**src/rtl/irq_entry_pkg.sv**
```systemverilog
package irq_entry_pkg;
    typedef enum logic [3:0] {
        ST_IDLE, ST_INTA, ST_PUSH_F, ST_PUSH_CS, ST_PUSH_IP,
        ST_RD_IP, ST_RD_CS, ST_POP_IP, ST_POP_CS, ST_POP_F
    } seq_st_e;

    typedef enum logic [2:0] {
        SRC_NONE, SRC_DIV, SRC_STEP, SRC_NMI, SRC_INTR, SRC_SW
    } src_e;

    localparam int VEC_DIVIDE = 0;
    localparam int VEC_STEP   = 1;
    localparam int VEC_NMI    = 2;
    localparam int VEC_OVF    = 4;
endpackage

```
**src/rtl/irq_src_latch.sv**
```systemverilog
module irq_src_latch
    import irq_entry_pkg::*;
#(
    parameter int VEC_W = 8
) (
    input  logic             clk,
    input  logic             rst_n,
    input  logic             instr_done,
    input  logic             div_err,
    input  logic             sw_int,
    input  logic [VEC_W-1:0] sw_vec,
    input  logic             into_req,
    input  logic             of_flag,
    input  logic             nmi,
    input  logic             take,
    input  src_e             src,
    output logic             div_eff,
    output logic             nmi_eff,
    output logic             sw_eff,
    output logic [VEC_W-1:0] sw_vec_eff
);
    typedef struct packed {
        logic             nmi_prev;
        logic             nmi_pend;
        logic             div_pend;
        logic             sw_pend;
        logic [VEC_W-1:0] sw_vec;
    } lat_t;

    lat_t q, d;
    logic sw_new, nmi_rise;
    logic [VEC_W-1:0] sw_new_vec;

    always_comb begin
        sw_new     = instr_done && (sw_int || (into_req && of_flag));
        sw_new_vec = sw_int ? sw_vec : VEC_W'(VEC_OVF);
        nmi_rise   = nmi && !q.nmi_prev;
        div_eff    = q.div_pend || (instr_done && div_err);
        nmi_eff    = q.nmi_pend;
        sw_eff     = q.sw_pend || sw_new;
        sw_vec_eff = sw_new ? sw_new_vec : q.sw_vec;

        d          = q;
        d.nmi_prev = nmi;
        d.div_pend = div_eff && !(take && src == SRC_DIV);
        d.nmi_pend = (q.nmi_pend && !(take && src == SRC_NMI)) || nmi_rise;
        d.sw_pend  = sw_eff && !(take && src == SRC_SW);
        d.sw_vec   = sw_vec_eff;
    end

    always_ff @(posedge clk or negedge rst_n) begin
        if (!rst_n) q <= '0;
        else        q <= d;
    end


    nmi_latched_chk: assert property (@(posedge clk) disable iff (!rst_n)
        $rose(nmi) |=> q.nmi_pend);


    div_kept_chk: assert property (@(posedge clk) disable iff (!rst_n)
        (q.div_pend && !(take && src == SRC_DIV)) |=> q.div_pend);
endmodule

```
**src/rtl/irq_prio_sel.sv**
```systemverilog
module irq_prio_sel
    import irq_entry_pkg::*;
#(
    parameter int VEC_W = 8
) (
    input  logic             boundary,
    input  logic             div_p,
    input  logic             step_p,
    input  logic             nmi_p,
    input  logic             intr_p,
    input  logic             if_flag,
    input  logic             sw_p,
    input  logic [VEC_W-1:0] sw_vec,
    output logic             take,
    output src_e             src,
    output logic [VEC_W-1:0] vec
);
    always_comb begin
        take = 1'b0;
        src  = SRC_NONE;
        vec  = '0;
        if (boundary) begin
            if (div_p) begin
                take = 1'b1; src = SRC_DIV;  vec = VEC_W'(VEC_DIVIDE);
            end else if (step_p) begin
                take = 1'b1; src = SRC_STEP; vec = VEC_W'(VEC_STEP);
            end else if (nmi_p) begin
                take = 1'b1; src = SRC_NMI;  vec = VEC_W'(VEC_NMI);
            end else if (intr_p && if_flag) begin
                take = 1'b1; src = SRC_INTR;
            end else if (sw_p) begin
                take = 1'b1; src = SRC_SW;   vec = sw_vec;
            end
        end
    end
endmodule

```
**src/rtl/irq_seq_fsm.sv**
```systemverilog
module irq_seq_fsm
    import irq_entry_pkg::*;
#(
    parameter int DATA_W = 16,
    parameter int ADDR_W = 20,
    parameter int VEC_W  = 8,
    parameter int IF_POS = 9,
    parameter int TF_POS = 8
) (
    input  logic              clk,
    input  logic              rst_n,
    input  logic              take,
    input  src_e              src,
    input  logic [VEC_W-1:0]  vec_i,
    input  logic              iret_req,
    input  logic [DATA_W-1:0] flags_i,
    input  logic [DATA_W-1:0] cs_i,
    input  logic [DATA_W-1:0] ip_i,
    input  logic [DATA_W-1:0] ss_i,
    input  logic [DATA_W-1:0] sp_i,
    output logic              busy,
    output logic              inta,
    output logic              mem_req,
    output logic              mem_we,
    output logic [ADDR_W-1:0] mem_addr,
    output logic [DATA_W-1:0] mem_wdata,
    input  logic [DATA_W-1:0] mem_rdata,
    input  logic              mem_ack,
    output logic              flags_we,
    output logic [DATA_W-1:0] flags_wd,
    output logic              cs_we,
    output logic [DATA_W-1:0] cs_wd,
    output logic              ip_we,
    output logic [DATA_W-1:0] ip_wd,
    output logic              sp_we,
    output logic [DATA_W-1:0] sp_wd
);
    localparam int SEG_SH = ADDR_W - DATA_W;
    localparam int PAD_W  = ADDR_W - VEC_W - 2;
    localparam logic [DATA_W-1:0] CLR_MASK =
        (DATA_W'(1) << IF_POS) | (DATA_W'(1) << TF_POS);
    localparam logic [DATA_W-1:0] WORD_STEP = DATA_W'(2);

    typedef struct packed {
        seq_st_e           st;
        logic [VEC_W-1:0]  vec;
        logic [DATA_W-1:0] flg;
        logic [DATA_W-1:0] cs;
        logic [DATA_W-1:0] ip;
        logic [DATA_W-1:0] ss;
        logic [DATA_W-1:0] sp;
    } seq_t;

    seq_t q, d;
    logic [ADDR_W-1:0] stk_addr, vip_addr, vcs_addr;

    always_comb begin
        stk_addr = ({{SEG_SH{1'b0}}, q.ss} << SEG_SH) + {{SEG_SH{1'b0}}, q.sp};
        vip_addr = {{PAD_W{1'b0}}, q.vec, 2'b00};
        vcs_addr = {{PAD_W{1'b0}}, q.vec, 2'b10};
    end

    always_comb begin
        d         = q;
        inta      = 1'b0;
        mem_req   = 1'b0;
        mem_we    = 1'b0;
        mem_addr  = '0;
        mem_wdata = '0;
        flags_we  = 1'b0;
        flags_wd  = q.flg;
        cs_we     = 1'b0;
        cs_wd     = mem_rdata;
        ip_we     = 1'b0;
        ip_wd     = mem_rdata;
        sp_we     = 1'b0;
        sp_wd     = q.sp;
        unique case (q.st)
            ST_IDLE: begin
                if (take) begin
                    d.vec = vec_i;
                    d.flg = flags_i;
                    d.cs  = cs_i;
                    d.ip  = ip_i;
                    d.ss  = ss_i;
                    d.sp  = sp_i - WORD_STEP;
                    d.st  = (src == SRC_INTR) ? ST_INTA : ST_PUSH_F;
                end else if (iret_req) begin
                    d.ss = ss_i;
                    d.sp = sp_i;
                    d.st = ST_POP_IP;
                end
            end
            ST_INTA: begin
                inta  = 1'b1;
                d.vec = mem_rdata[VEC_W-1:0];
                d.st  = ST_PUSH_F;
            end
            ST_PUSH_F, ST_PUSH_CS, ST_PUSH_IP: begin
                mem_req   = 1'b1;
                mem_we    = 1'b1;
                mem_addr  = stk_addr;
                mem_wdata = (q.st == ST_PUSH_F)  ? q.flg :
                            (q.st == ST_PUSH_CS) ? q.cs  : q.ip;
                if (mem_ack) begin
                    sp_we = 1'b1;
                    if (q.st == ST_PUSH_F) begin
                        flags_we = 1'b1;
                        flags_wd = q.flg & ~CLR_MASK;
                        d.sp     = q.sp - WORD_STEP;
                        d.st     = ST_PUSH_CS;
                    end else if (q.st == ST_PUSH_CS) begin
                        d.sp = q.sp - WORD_STEP;
                        d.st = ST_PUSH_IP;
                    end else begin
                        d.st = ST_RD_IP;
                    end
                end
            end
            ST_RD_IP: begin
                mem_req  = 1'b1;
                mem_addr = vip_addr;
                if (mem_ack) begin
                    ip_we = 1'b1;
                    d.st  = ST_RD_CS;
                end
            end
            ST_RD_CS: begin
                mem_req  = 1'b1;
                mem_addr = vcs_addr;
                if (mem_ack) begin
                    cs_we = 1'b1;
                    d.st  = ST_IDLE;
                end
            end
            ST_POP_IP, ST_POP_CS, ST_POP_F: begin
                mem_req  = 1'b1;
                mem_addr = stk_addr;
                if (mem_ack) begin
                    sp_we = 1'b1;
                    sp_wd = q.sp + WORD_STEP;
                    d.sp  = q.sp + WORD_STEP;
                    if (q.st == ST_POP_IP) begin
                        ip_we = 1'b1;
                        d.st  = ST_POP_CS;
                    end else if (q.st == ST_POP_CS) begin
                        cs_we = 1'b1;
                        d.st  = ST_POP_F;
                    end else begin
                        flags_we = 1'b1;
                        flags_wd = mem_rdata;
                        d.st     = ST_IDLE;
                    end
                end
            end
            default: d.st = ST_IDLE;
        endcase
    end

    always_ff @(posedge clk or negedge rst_n) begin
        if (!rst_n) q <= '0;
        else        q <= d;
    end

    assign busy = (q.st != ST_IDLE);


    req_hold_chk: assert property (@(posedge clk) disable iff (!rst_n)
        (mem_req && !mem_ack) |=> (mem_req && $stable(mem_addr) && $stable(mem_we)));


    busy_end_chk: assert property (@(posedge clk) disable iff (!rst_n)
        $fell(busy) |-> ($past(cs_we) || $past(flags_we)));


    inta_single_chk: assert property (@(posedge clk) disable iff (!rst_n)
        inta |=> (!inta && busy));


    one_reg_chk: assert property (@(posedge clk) disable iff (!rst_n)
        $onehot0({flags_we, cs_we, ip_we}));
endmodule

```
**src/rtl/irq_entry_seq.sv**
```systemverilog
module irq_entry_seq
    import irq_entry_pkg::*;
#(
    parameter int DATA_W = 16,
    parameter int ADDR_W = 20,
    parameter int VEC_W  = 8,
    parameter int IF_POS = 9,
    parameter int TF_POS = 8,
    parameter int OF_POS = 11
) (
    input  logic              clk,
    input  logic              rst_n,
    input  logic              instr_done,
    input  logic              div_err,
    input  logic              sw_int,
    input  logic [VEC_W-1:0]  sw_vec,
    input  logic              into_req,
    input  logic              iret_req,
    input  logic              nmi,
    input  logic              intr,
    output logic              inta,
    input  logic [DATA_W-1:0] flags_i,
    input  logic [DATA_W-1:0] cs_i,
    input  logic [DATA_W-1:0] ip_i,
    input  logic [DATA_W-1:0] ss_i,
    input  logic [DATA_W-1:0] sp_i,
    output logic              busy,
    output logic              mem_req,
    output logic              mem_we,
    output logic [ADDR_W-1:0] mem_addr,
    output logic [DATA_W-1:0] mem_wdata,
    input  logic [DATA_W-1:0] mem_rdata,
    input  logic              mem_ack,
    output logic              flags_we,
    output logic [DATA_W-1:0] flags_wd,
    output logic              cs_we,
    output logic [DATA_W-1:0] cs_wd,
    output logic              ip_we,
    output logic [DATA_W-1:0] ip_wd,
    output logic              sp_we,
    output logic [DATA_W-1:0] sp_wd
);
    logic             take, div_p, nmi_p, sw_p;
    logic [VEC_W-1:0] sw_pvec, sel_vec;
    src_e             src;

    irq_src_latch #(.VEC_W(VEC_W)) u_latch (
        .clk(clk), .rst_n(rst_n), .instr_done(instr_done),
        .div_err(div_err), .sw_int(sw_int), .sw_vec(sw_vec),
        .into_req(into_req), .of_flag(flags_i[OF_POS]), .nmi(nmi),
        .take(take), .src(src), .div_eff(div_p), .nmi_eff(nmi_p),
        .sw_eff(sw_p), .sw_vec_eff(sw_pvec)
    );

    irq_prio_sel #(.VEC_W(VEC_W)) u_prio (
        .boundary(instr_done && !busy), .div_p(div_p),
        .step_p(flags_i[TF_POS]), .nmi_p(nmi_p), .intr_p(intr),
        .if_flag(flags_i[IF_POS]), .sw_p(sw_p), .sw_vec(sw_pvec),
        .take(take), .src(src), .vec(sel_vec)
    );

    irq_seq_fsm #(
        .DATA_W(DATA_W), .ADDR_W(ADDR_W), .VEC_W(VEC_W),
        .IF_POS(IF_POS), .TF_POS(TF_POS)
    ) u_fsm (
        .clk(clk), .rst_n(rst_n), .take(take), .src(src), .vec_i(sel_vec),
        .iret_req(iret_req), .flags_i(flags_i), .cs_i(cs_i), .ip_i(ip_i),
        .ss_i(ss_i), .sp_i(sp_i), .busy(busy), .inta(inta),
        .mem_req(mem_req), .mem_we(mem_we), .mem_addr(mem_addr),
        .mem_wdata(mem_wdata), .mem_rdata(mem_rdata), .mem_ack(mem_ack),
        .flags_we(flags_we), .flags_wd(flags_wd), .cs_we(cs_we),
        .cs_wd(cs_wd), .ip_we(ip_we), .ip_wd(ip_wd), .sp_we(sp_we),
        .sp_wd(sp_wd)
    );


    inta_if_chk: assert property (@(posedge clk) disable iff (!rst_n)
        inta |-> $past(flags_i[IF_POS]));
endmodule

```
**config.mk**
```make
export PLATFORM = sky130hd
export DESIGN_NAME = irq_entry_seq
export DESIGN_NICKNAME = d
export VERILOG_FILES = /design/src/rtl/irq_entry_pkg.sv /design/src/rtl/irq_src_latch.sv /design/src/rtl/irq_prio_sel.sv /design/src/rtl/irq_seq_fsm.sv /design/src/rtl/irq_entry_seq.sv
export SDC_FILE = /design/constraint.sdc
export NUM_CORES = 1
export LEC_CHECK = 0
export ABC_AREA = 1
export CAP_MARGIN = 20
export CORE_MARGIN = 1
export CORE_UTILIZATION = 30
export DETAILED_ROUTE_END_ITERATION = 16
export DONT_BUFFER_PORTS = 1
export HOLD_SLACK_MARGIN = 0.12
export SYNTH_ARGS = -nofsm -noshare
export SYNTH_HDL_FRONTEND = slang
export SYNTH_SLANG_ARGS = --single-unit
export TNS_END_PERCENT = 20
```
**constraint.sdc**
```tcl
create_clock -name clk -period 2.3 [get_ports clk]
set_clock_uncertainty 0.2 [all_clocks]
set_input_delay 0 -clock clk [delete_from_list [all_inputs] [get_ports clk]]
set_output_delay 0 -clock clk [all_outputs]
set_load 0.01 [all_outputs]
```
==> impl_metrics.toml <==
[run_status]
outcome = "finished, violations left"
failed_checks = "hold timing, setup timing"

[yosys]
seq_area_frac_synth_pct = 33.6
synthFlopType = "dfrtp_1"
yosys_register_bits = 104
syn_nets = 1301
avgSynthCellArea_sq_um = 6.61
yosysWarnings = 0
synth_edf_count = 0
synth_cells = 1171
synthDistinctLibCells = 43
async_flop_share_pct = 100
synth_area_sq_um = 7740

[power_and_ir_drop]
irDropWorstVdd_mv = 0.527
p_total_uw = 14900
p_leak_uw = 0.00521
power_density_nw_per_um2 = 1400

[setup_path]
startpoint_type = "register"
arrival_ps = 2100
crit_path_max_incr_delay_ps = 390
cp.required_ps = 2100
crit_type = "reg -> out"
critPathSlowestCell = "dfrtp_1"
cp_num_buf_inv = 1
crit_chain = "ha_2 -> fa_2 -> nand3_2 -> nand2_4 -> a21oi_4 -> nand3b_1 -> nand3_1 -> nand2_1 -> nor2_1 -> buf_4"
setup.worst_path.end_class = "output port"
cp_max_fo = 4
regToRegStartpoint = "u_fsm.q[91]"
crit_start = "u_fsm.q[16]"
critPathTopFamily = "adder cells"

[finish]
layout_commonest_cell = "nand2_1"
most-common-layout-cells = "nand2_1 (464), dlygate4sd3_1 (179), nand3_1 (111)"
stdcell_area_sq_um = 10700
layout-drive-gt1-share_pct = 13.1
multi_input_area_sq_um = 4500
area_growth_pct = 38.0
nets = 1489
fill_cells = 2525
utilization_pct = 42.3
seq_area_sq_um = 2620

[clock_network]
cts-htree-levels = 3
clock_sinks = 104
clk_latency_ps = 360
cts_tree = "built"
clk_pin_slew_worst_paths_ps = 80
cts_root_buffer = "clkbuf_16"
cts_buffers = 9
clk_path_buf_depth = 2
holdBufCountCts = 179

[worst_hold_path]
hold_path.class = "in -> async"

[global_routing]
antenna_found_initial = 5
groute.usage.overall_pct = 21.4
grt_pass1_vias = 8138
grt_first_pass_wirelength_mm = 43.7
overflow = 0
grt_max_degree = 105

[floorplanning]
die-area_sq_um = 26400
ios = 222
die_y_um = 163
fp-row-count = 58
start_util_pct = 30.6
die_w_um = 163
core_area_sq_um = 25300

[sta]
grt_setup_unrepaired = "true"
min_period_over_period_pct = 100
tightest_slew_ps = 541
setup_viol = 1
whs_ps = -869
hold_viol = 104
period_minus_slack_ps = 2300
setup_ws_ps = -3.90
slew_headroom_pct = 63.8
drv_slew = 0
max_freq_ghz = 0.434

[placed_design]
dp_hpwl_mm = 19.7
routabilityCongestion = 0.882
dp_slack_ps = 86.6
port_buffers = 0
placed_cell_area_sq_um = 8230

[routing]
ant_nets = 0
drc = 0
wirelength_mm = 28.2
num_vias = 8393
drt_iter0_markers = 644
via_per_inst = 4.93
routedWlPerCell_um = 16.6
drt_first_pass_iters = 5

[flow_run]
drv_cap = 0
==> cells by family after synthesis <==
group                      count (synthesis)  share of synthesized area [%]
muxes                                     14                           2.43
buffers and inverters                    175                           11.0
adders and majority gates                 16                           2.68
DFF                                      104                           33.6
AOI/OAI and AO/OA                        123                           8.89
xor gates and xnor gates                  15                           1.70
and+or+nand+nor                          724                           39.6
==> metal layers <==
layer	track usage, %	vias up	part of all wire, %
li1	-	4103	-
met1	26.3	3893	42
met2	37.4	356	49
met3	3.92	41	6.7
met4	7.52	0	2.3
met5	0	-	0
==> layout make-up <==
type                            count  share of cell area (%)
Multi-Input combinational cell    892                    42.2
Sequential cell                   104                    24.5
Timing Repair Buffer              254                    22.8
Tap cell                          330                    3.87
Inverter                           98                    3.52
Clock buffer                       10                    2.24
Clock inverter                      6                   0.680
Antenna cell                        8                   0.188
==> power by group <==
part	switching [uW]	total (uW)	internal [uW]
registers	830	3490	2660
clock network	755	1650	891
logic	5900	9780	3870
==> what timing repair did <==
item,CTS,global route
setup buffers,3,5
hold endpoints to repair,256,104
endpoints found under the setup margin,53,60
gates resized for setup,30,33
pin swaps,5,5
==> Yosys cell counts (2+ instances only) <==
library cell,count,area [sq um]
inv_4,2,12.5
nor2_4,4,45.0
clkbuf_1,13,48.8
o21ai_0,55,275
o21bai_1,2,15.0
dfrtp_1,104,2600
nand3_4,2,35.0
nand2_2,6,37.5
nor3_1,4,20.0
inv_2,4,15.0
ha_1,15,188
a22oi_1,4,30.0
nand3_1,114,571
o21ai_1,9,45.0
nand4_1,11,68.8
a22o_1,3,26.3
nor2_8,2,40.0
nand2_4,2,22.5
buf_6,4,45.0
o211ai_1,10,75.1
nand2_1,467,1750
o22ai_1,3,18.8
buf_1,2,7.51
nand3b_1,4,30.0
inv_1,92,345
mux2_2,6,67.6
nor2_1,99,372
xor2_1,8,70.1
buf_2,22,110
a21oi_1,32,160
mux2_4,8,120
buf_4,36,270
nor2_2,3,18.8
nand3_2,4,40.0
xnor2_1,7,61.3
==> state kept, by name, summed over array words and instances (netlist names) <==
signal	flops
u_fsm.q	92
u_latch.nmi_eff	1
u_latch.q	11
==> worst paths after layout <==
check / endpoint / cells past startpoint / slack (ps)
worst max-delay path: mem_addr[18] / 10 / -4
worst min-delay path: u_fsm.q[14] / 0 / -870
worst max register to register: u_latch.nmi_eff / 7 / 70
worst min register to register: u_latch.nmi_eff / 1 / 220
max in group asynchronous: u_fsm.q[43] / 0 / 2490
min in group clk: u_fsm.q[87] / 5 / 130
==> per-stage QoR <==
stage	hold WS (ps)	setup TNS (ps)	std cells
2_1_floorplan	-496	0	1171
3_3_place_gp	-492	0	1491
3_5_place_dp	-492	0	1491
4_1_cts	-885	-64.4	1689
5_1_grt	-891	-496	1699
6_report	-869	-3.90	1702
Note: power is estimated with default switching activity, not from simulation.
